## config.mk

```make
export PLATFORM = sky130hd
export DESIGN_NAME = pkt_inject_port
export DESIGN_NICKNAME = d
export VERILOG_FILES = /design/src/rtl/pkt_inject_pkg.sv /design/src/rtl/pkt_cmd_ctrl.sv /design/src/rtl/pkt_beat_buf.sv /design/src/rtl/pkt_inject_port.sv
export SDC_FILE = /design/constraint.sdc
export NUM_CORES = 1
export LEC_CHECK = 0
export ABC_CLOCK_PERIOD_IN_PS = 1750
export BUFFER_PORTS_ARGS = -buffer_cell sky130_fd_sc_hd__buf_2
export CORE_MARGIN = 3
export CORE_UTILIZATION = 47
export DETAILED_ROUTE_END_ITERATION = 10
export PLACE_DENSITY = 0.84
export SYNTH_ARGS = -nofsm -noshare
export SYNTH_HDL_FRONTEND = slang
export SYNTH_SLANG_ARGS = --single-unit
```

## constraint.sdc

```tcl
create_clock -name clk -period 1.75 [get_ports clk]
set_input_delay 0.35 -clock clk [delete_from_list [all_inputs] [get_ports clk]]
set_output_delay 0.35 -clock clk [all_outputs]
set_load 0.005 [all_outputs]
```

## src/rtl/pkt_inject_pkg.sv

```systemverilog
package pkt_inject_pkg;

  localparam logic [2:0] CMD_IDLE  = 3'b000;
  localparam logic [2:0] CMD_SOF   = 3'b001;
  localparam logic [2:0] CMD_MID   = 3'b010;
  localparam logic [2:0] CMD_ABORT = 3'b011;
  localparam logic [2:0] CMD_EOF2  = 3'b100;
  localparam logic [2:0] CMD_EOF1  = 3'b101;

  // codes 110 and 111 carry no meaning
  function automatic logic cmd_reserved(input logic [2:0] code);
    return code[2] & code[1];
  endfunction

  // codes that continue or close an already open frame
  function automatic logic cmd_needs_frame(input logic [2:0] code);
    return (code == CMD_MID) || (code == CMD_EOF2) || (code == CMD_EOF1);
  endfunction

  function automatic logic cmd_is_end(input logic [2:0] code);
    return (code == CMD_EOF2) || (code == CMD_EOF1);
  endfunction

  // bytes a data write yields: the one-byte end code keeps the low lane only,
  // otherwise a full-width write gives every lane and a narrow one gives one
  function automatic int unsigned beat_bytes(input logic [2:0] code,
                                             input logic full,
                                             input int unsigned lanes);
    if (code == CMD_EOF1) return 1;
    return full ? lanes : 1;
  endfunction

endpackage

```

## src/rtl/pkt_cmd_ctrl.sv

```systemverilog
module pkt_cmd_ctrl
  import pkt_inject_pkg::*;
#(
  parameter int LANES = 2,
  parameter int CNT_W = 2
) (
  input  logic             clk,
  input  logic             rst_n,
  input  logic             cmd_we,
  input  logic [2:0]       cmd_code,
  input  logic             dat_we,
  input  logic             dat_full,
  input  logic             clr_we,
  output logic             load,
  output logic [CNT_W-1:0] load_cnt,
  output logic             load_sop,
  output logic             load_eop,
  output logic             load_abort,
  output logic             frame_open,
  output logic             err_flag
);

  logic [2:0] cmd_q, cmd_d;
  logic       open_q, open_d;
  logic       err_q, err_d;

  // named events for the checks below
  logic ev_cmd_bad;   // refused command write
  logic ev_abort;     // abort of an open frame
  logic ev_dat_ign;   // data write under idle
  logic ev_dat_ok;    // data write that yields bytes

  always_comb begin
    ev_cmd_bad = cmd_we && (cmd_reserved(cmd_code)
                 || (cmd_needs_frame(cmd_code) && !open_q)
                 || ((cmd_code == CMD_SOF) && open_q));
    ev_abort   = cmd_we && (cmd_code == CMD_ABORT) && open_q;
    ev_dat_ign = dat_we && (cmd_q == CMD_IDLE);
    ev_dat_ok  = dat_we && (cmd_q != CMD_IDLE);
  end

  always_comb begin
    load       = ev_dat_ok || ev_abort;
    load_cnt   = ev_abort ? CNT_W'(1) : CNT_W'(beat_bytes(cmd_q, dat_full, LANES));
    load_sop   = ev_dat_ok && (cmd_q == CMD_SOF);
    load_eop   = ev_dat_ok && cmd_is_end(cmd_q);
    load_abort = ev_abort;
  end

  always_comb begin
    cmd_d  = cmd_q;
    open_d = open_q;
    err_d  = err_q;
    if (clr_we) err_d = 1'b0;
    if (ev_cmd_bad || ev_dat_ign) err_d = 1'b1;
    if (cmd_we) begin
      if (cmd_reserved(cmd_code) || (cmd_code == CMD_ABORT)) cmd_d = CMD_IDLE;
      else if (!ev_cmd_bad) cmd_d = cmd_code;
    end
    if (ev_abort) open_d = 1'b0;
    if (ev_dat_ok) begin
      if (cmd_q == CMD_SOF) begin
        cmd_d  = CMD_MID;
        open_d = 1'b1;
      end else if (cmd_is_end(cmd_q)) begin
        cmd_d  = CMD_IDLE;
        open_d = 1'b0;
      end
    end
  end

  always_ff @(posedge clk) begin
    if (!rst_n) begin
      cmd_q  <= CMD_IDLE;
      open_q <= 1'b0;
      err_q  <= 1'b0;
    end else begin
      cmd_q  <= cmd_d;
      open_q <= open_d;
      err_q  <= err_d;
    end
  end

  assign frame_open = open_q;
  assign err_flag   = err_q;

  a_r7_ignored_data_flags: assert property (@(posedge clk) disable iff (!rst_n)
    ev_dat_ign |=> err_flag);
  a_r7_refused_cmd_flags: assert property (@(posedge clk) disable iff (!rst_n)
    ev_cmd_bad |=> err_flag);
  a_r6_abort_closes: assert property (@(posedge clk) disable iff (!rst_n)
    ev_abort |=> !frame_open);
  a_r3_start_opens: assert property (@(posedge clk) disable iff (!rst_n)
    (load && load_sop) |=> frame_open);

endmodule

```

## src/rtl/pkt_beat_buf.sv

```systemverilog
module pkt_beat_buf #(
  parameter int LANES  = 2,
  parameter int BYTE_W = 8,
  parameter int CNT_W  = 2,
  parameter int IDX_W  = 1
) (
  input  logic                    clk,
  input  logic                    rst_n,
  input  logic                    load,
  input  logic [LANES*BYTE_W-1:0] load_data,
  input  logic [CNT_W-1:0]        load_cnt,
  input  logic                    load_sop,
  input  logic                    load_eop,
  input  logic                    load_abort,
  input  logic                    out_ready,
  output logic                    out_valid,
  output logic [BYTE_W-1:0]       out_data,
  output logic                    out_sop,
  output logic                    out_eop,
  output logic                    out_abort,
  output logic                    busy
);

  logic [BYTE_W-1:0] lane_q [LANES];
  logic [CNT_W-1:0]  remain_q;
  logic [IDX_W-1:0]  idx_q;
  logic              sop_q, eop_q, abort_q;
  logic              take;

  assign take = out_valid && out_ready;

  for (genvar g = 0; g < LANES; g++) begin : g_lane
    always_ff @(posedge clk) begin
      if (!rst_n) lane_q[g] <= '0;
      else if (load) lane_q[g] <= load_abort ? '0 : load_data[g*BYTE_W +: BYTE_W];
    end
  end

  always_ff @(posedge clk) begin
    if (!rst_n) begin
      remain_q <= '0;
      idx_q    <= '0;
      sop_q    <= 1'b0;
      eop_q    <= 1'b0;
      abort_q  <= 1'b0;
    end else if (load) begin
      remain_q <= load_cnt;
      idx_q    <= '0;
      sop_q    <= load_sop;
      eop_q    <= load_eop;
      abort_q  <= load_abort;
    end else if (take) begin
      remain_q <= remain_q - CNT_W'(1);
      idx_q    <= idx_q + IDX_W'(1);
    end
  end

  assign busy      = (remain_q != '0);
  assign out_valid = busy;
  assign out_data  = lane_q[idx_q];
  assign out_sop   = busy && sop_q && (idx_q == '0);
  assign out_eop   = busy && eop_q && (remain_q == CNT_W'(1));
  assign out_abort = busy && abort_q;

  a_r8_no_overrun: assert property (@(posedge clk) disable iff (!rst_n)
    load |-> !busy);
  a_r8_hold_stable: assert property (@(posedge clk) disable iff (!rst_n)
    (out_valid && !out_ready) |=> (out_valid && $stable(out_data)
                                   && $stable(out_sop) && $stable(out_eop)));
  a_r6_abort_alone: assert property (@(posedge clk) disable iff (!rst_n)
    out_abort |-> (!out_sop && !out_eop));
  a_r3_single_marker: assert property (@(posedge clk) disable iff (!rst_n)
    $onehot0({out_sop, out_eop}));

endmodule

```

## src/rtl/pkt_inject_port.sv

```systemverilog
module pkt_inject_port #(
  parameter int DATA_W = 16,
  parameter int BYTE_W = 8,
  parameter int ADDR_W = 3,
  parameter int A_DATA = 0,
  parameter int A_CMD  = 1,
  parameter int A_DROP = 2,
  parameter int A_CLR  = 3
) (
  input  logic              clk,
  input  logic              rst_n,
  input  logic              bus_wr,
  input  logic [ADDR_W-1:0] bus_addr,
  input  logic [DATA_W-1:0] bus_wdata,
  input  logic              bus_wide,
  output logic              bus_wait,
  output logic              out_valid,
  input  logic              out_ready,
  output logic [BYTE_W-1:0] out_data,
  output logic              out_sop,
  output logic              out_eop,
  output logic              out_abort,
  output logic              drop_pulse,
  output logic              err_flag
);

  localparam int LANES = DATA_W / BYTE_W;
  localparam int CNT_W = $clog2(LANES + 1);
  localparam int IDX_W = (LANES > 1) ? $clog2(LANES) : 1;

  logic             hit_data, hit_cmd, hit_drop, hit_clr, accept;
  logic             busy, drop_q;
  logic             load, load_sop, load_eop, load_abort, frame_open;
  logic [CNT_W-1:0] load_cnt;

  assign hit_data = (bus_addr == ADDR_W'(A_DATA));
  assign hit_cmd  = (bus_addr == ADDR_W'(A_CMD));
  assign hit_drop = (bus_addr == ADDR_W'(A_DROP));
  assign hit_clr  = (bus_addr == ADDR_W'(A_CLR));

  // only writes that reach the framing logic wait for the stream to drain
  assign bus_wait = bus_wr && busy && (hit_data || hit_cmd);
  assign accept   = bus_wr && !bus_wait;

  pkt_cmd_ctrl #(.LANES(LANES), .CNT_W(CNT_W)) u_ctrl (
    .clk       (clk),
    .rst_n     (rst_n),
    .cmd_we    (accept && hit_cmd),
    .cmd_code  (bus_wdata[2:0]),
    .dat_we    (accept && hit_data),
    .dat_full  (bus_wide),
    .clr_we    (accept && hit_clr),
    .load      (load),
    .load_cnt  (load_cnt),
    .load_sop  (load_sop),
    .load_eop  (load_eop),
    .load_abort(load_abort),
    .frame_open(frame_open),
    .err_flag  (err_flag)
  );

  pkt_beat_buf #(.LANES(LANES), .BYTE_W(BYTE_W), .CNT_W(CNT_W), .IDX_W(IDX_W)) u_buf (
    .clk       (clk),
    .rst_n     (rst_n),
    .load      (load),
    .load_data (bus_wdata),
    .load_cnt  (load_cnt),
    .load_sop  (load_sop),
    .load_eop  (load_eop),
    .load_abort(load_abort),
    .out_ready (out_ready),
    .out_valid (out_valid),
    .out_data  (out_data),
    .out_sop   (out_sop),
    .out_eop   (out_eop),
    .out_abort (out_abort),
    .busy      (busy)
  );

  always_ff @(posedge clk) begin
    if (!rst_n) drop_q <= 1'b0;
    else        drop_q <= accept && hit_drop;
  end
  assign drop_pulse = drop_q;

  a_r9_drop_follows_write: assert property (@(posedge clk) disable iff (!rst_n)
    drop_pulse |-> $past(bus_wr && (bus_addr == ADDR_W'(A_DROP))));
  a_r8_wait_means_pending: assert property (@(posedge clk) disable iff (!rst_n)
    bus_wait |-> out_valid);
  a_r3_sop_inside_frame: assert property (@(posedge clk) disable iff (!rst_n)
    out_sop |-> frame_open);

endmodule

```

==> metrics.json <==
{
  "ys_top_cells_by_area": {"value": "sky130_fd_sc_hd__edfxtp_1 (32%), sky130_fd_sc_hd__dfxtp_1 (17%), sky130_fd_sc_hd__and2_1 (7.0%), sky130_fd_sc_hd__mux2_2 (5.9%), sky130_fd_sc_hd__nand2_1 (2.5%)"},
  "grt_setup_unrepaired": {"value": "no"},
  "core-area": {"value": 2920, "unit": "sq um"},
  "finalWorstPathRequiredPeriod": {"value": 1.68, "unit": "ns"},
  "clock_tree_from_tritoncts": {"value": "built"},
  "stdcell_area": {"value": 1880, "unit": "sq um"},
  "flip_flop_and_latch_count_after_synthesis": {"value": 29},
  "number_of_antenna_violations_at_the_first_check_in_global_routing": {"value": 0},
  "synth_top_cell_area_share": {"value": 0.317},
  "critical_path.startpoint_type": {"value": "flip-flop"},
  "cts_max_level": {"value": 2},
  "worstPathRequired": {"value": 1.40, "unit": "ns"},
  "synthCells": {"value": 147},
  "tightestPinTransition": {"value": 0.307, "unit": "ns"},
  "cts-buffers-inserted": {"value": 5},
  "detailedPlacementHpwl": {"value": 2310, "unit": "um"},
  "static-leakage-power": {"value": 0.835, "unit": "nW"},
  "final_layout_size_suffix_gt1_frac": {"value": 0.408},
  "cts.sink_count": {"value": 29},
  "clockRootBuffer": {"value": "sky130_fd_sc_hd__clkbuf_4"},
  "floorplan.initialDensity": {"value": 0.519},
  "power-per-cell-area": {"value": 779, "unit": "nW/um^2"},
  "crit_type": {"value": "flip-flop to output port"},
  "die_h": {"value": 62.8, "unit": "um"},
  "timing.critical_path.fanout_max": {"value": 3},
  "grt_max_degree": {"value": 19},
  "slew_violations": {"value": 0},
  "die_x": {"value": 62.8, "unit": "um"},
  "route.antenna.remaining_nets": {"value": 0},
  "dpl-instance-area": {"value": 1780, "unit": "sq um"},
  "area_of_the_die": {"value": 3950, "unit": "sq um"},
  "run_status": {"value": "finished, final reports clean"},
  "synth_enable_flop_cells": {"value": 16},
  "drv.max_cap_violation_count": {"value": 0},
  "netlist_top_cells_count": {"value": "sky130_fd_sc_hd__and2_1 (17), sky130_fd_sc_hd__edfxtp_1 (16), sky130_fd_sc_hd__dfxtp_1 (13)"},
  "synth.net_count": {"value": 173},
  "finalWeightedCongestion": {"value": 0.913},
  "whs": {"value": 0.288, "unit": "ns"},
  "crit_path_end_kind": {"value": "output port"},
  "rows": {"value": 19},
  "clkSlewWorstSetupHoldPaths": {"value": 0.09, "unit": "ns"},
  "post_drt_wl_per_cell": {"value": 13.6, "unit": "um"},
  "grtUsageTotal": {"value": 0.176},
  "drc_errors": {"value": 0},
  "cts-hold-fix-buffers": {"value": 0},
  "detail_route.wirelength": {"value": 3160, "unit": "um"},
  "areaGrowthSynthToFinish": {"value": 24.0, "unit": "%"},
  "via_count": {"value": 1244},
  "first_pass_iters": {"value": 4},
  "wire_length_of_the_first_global_routing_pass": {"value": 5490, "unit": "um"},
  "synth_cell_types": {"value": 46},
  "vdd_ir_drop_max": {"value": 0.000461, "unit": "V"},
  "setup_viol": {"value": 0},
  "most_used_standard_cell_by_instance_count_after_synthesis": {"value": "sky130_fd_sc_hd__and2_1"},
  "clock_latency_late_sink": {"value": 0.33, "unit": "ns"},
  "antennaDiodeCount": {"value": 0},
  "min_period_over_period": {"value": 0.962},
  "num-nets-final": {"value": 216},
  "clock_path_buffers": {"value": 2},
  "timing.fmax": {"value": 594, "unit": "MHz"},
  "grt_overflow": {"value": 0},
  "synth-async-reset-ratio": {"value": 0},
  "fin_worst_skew": {"value": 0.00891, "unit": "ns"},
  "detail_route.iter0.violations": {"value": 73},
  "synth.largest_area_cell": {"value": "sky130_fd_sc_hd__edfxtp_1"},
  "synthesis.yosys.warnings": {"value": 0},
  "syn-cell-area": {"value": 1520, "unit": "sq um"},
  "portBuffers": {"value": 38},
  "totalNegativeSetupSlack": {"value": 0, "unit": "ns"},
  "slew-limit-headroom": {"value": 0.793},
  "vias_in_the_first_global_route": {"value": 1240},
  "worst_hold_path_type": {"value": "primary input to flip-flop"},
  "avgSynthCellArea": {"value": 10.3, "unit": "sq um"},
  "hold_violations": {"value": 0},
  "arrival_time_of_data_at_the_critical_path_endpoint": {"value": 1.33, "unit": "ns"},
  "top_level_ports": {"value": 39},
  "via_per_inst": {"value": 5.34},
  "synth-seq-area-share": {"value": 0.488},
  "postSynth.topFlopCell": {"value": "sky130_fd_sc_hd__edfxtp_1"}
}
==> power by group <==
group | switching (mW) | total [mW] | internal (mW)
clock | 0.242 | 0.393 | 0.151
sequential | 0.0269 | 0.778 | 0.752
combinational | 0.139 | 0.295 | 0.156
total | 0.407 | 1.47 | 1.06
==> metrics by stage <==
stage	utilization	std cells	setup slack, ns	power, mW
final	0.644	233	0.0670	1.47
after global routing	0.644	233	0.00210	1.54
after CTS	0.632	233	0.0173	1.44
after detailed placement	0.609	224	0.00321	1.04
after global placement	0.609	224	0.0875	1.03
after floorplan	-	147	0.0557	0.930
==> final cells by class <==
class                   instances  area, sq um
fillers                       244         1040
flip-flops and latches         29          744
multi-input cells             101          734
repair buffers                 46          267
well taps                      42         52.6
clock buffers                   5         37.5
inverters                       7         28.8
clock inverters                 3         17.5
==> cell families after synthesis <==
family / count (synthesis) / synth area share
fa+ha+maj: 2 / 0.0165
mux: 8 / 0.0594
compound gates: 27 / 0.127
simple gates: 61 / 0.244
xor+xnor: 3 / 0.0173
buf+inv: 17 / 0.0478
flops: 29 / 0.488
==> layer usage <==
layer  share of wire  vias up  GRT usage
met5               0        -          0
met4           0.021        0     0.0771
met3           0.083        8     0.0629
met2            0.47       57      0.285
met1            0.42      570      0.209
li1                -      609          -
==> layout by cell type (no fill, tap or decap), drive strengths merged, types with 4 or more instances in the layout <==
cell type  instances
nand2b             4
edfxtp            16
nor3               4
a21oi              6
nor2               7
clkbuf             5
inv                7
buf               46
mux2               8
dfxtp             13
and2              17
nand2             10
==> final timing paths <==
path,slack (ns),to,start,depth (start not counted)
worst max-delay path,0.07,out_eop,u_buf.remain_q[0],6
worst max register to register,0.09,u_buf.lane_q[1][1],u_buf.remain_q[0],6
worst min register to register,0.49,u_buf.eop_q,u_buf.eop_q,2
worst min-delay path,0.29,u_buf.lane_q[0][7],bus_wdata[7],2
==> state kept, by name, indices dropped and copies added, names as in the netlist, named ones only <==
| name | count |
|---|---|
| u_buf.remain_q | 2 |
| u_ctrl.cmd_q | 3 |
| u_buf.abort_q | 1 |
| drop_pulse | 1 |
| u_buf.idx_q | 1 |
| u_ctrl.err_flag | 1 |
| u_buf.sop_q | 1 |
| u_buf.lane_q | 16 |
| u_ctrl.frame_open | 1 |
| u_buf.eop_q | 1 |
==> worst max-delay path, stage by stage (launching register included) <==
cell and delay [ns]:
sky130_fd_sc_hd__dfxtp_2 0.36, sky130_fd_sc_hd__inv_2 0.05, sky130_fd_sc_hd__ha_4 0.17, sky130_fd_sc_hd__buf_6 0.12, sky130_fd_sc_hd__inv_4 0.04, sky130_fd_sc_hd__and3_4 0.16
sky130_fd_sc_hd__buf_2 0.10
==> timing repair <==
action | in CTS | in global routing
endpoints found under the hold margin | 0 | 0
endpoints found under the setup margin | 11 | 23
gates resized for setup | 3 | 10
setup buffers | 1 | 0
gates cloned | 0 | 0
Power figures use the tool's default switching activity.
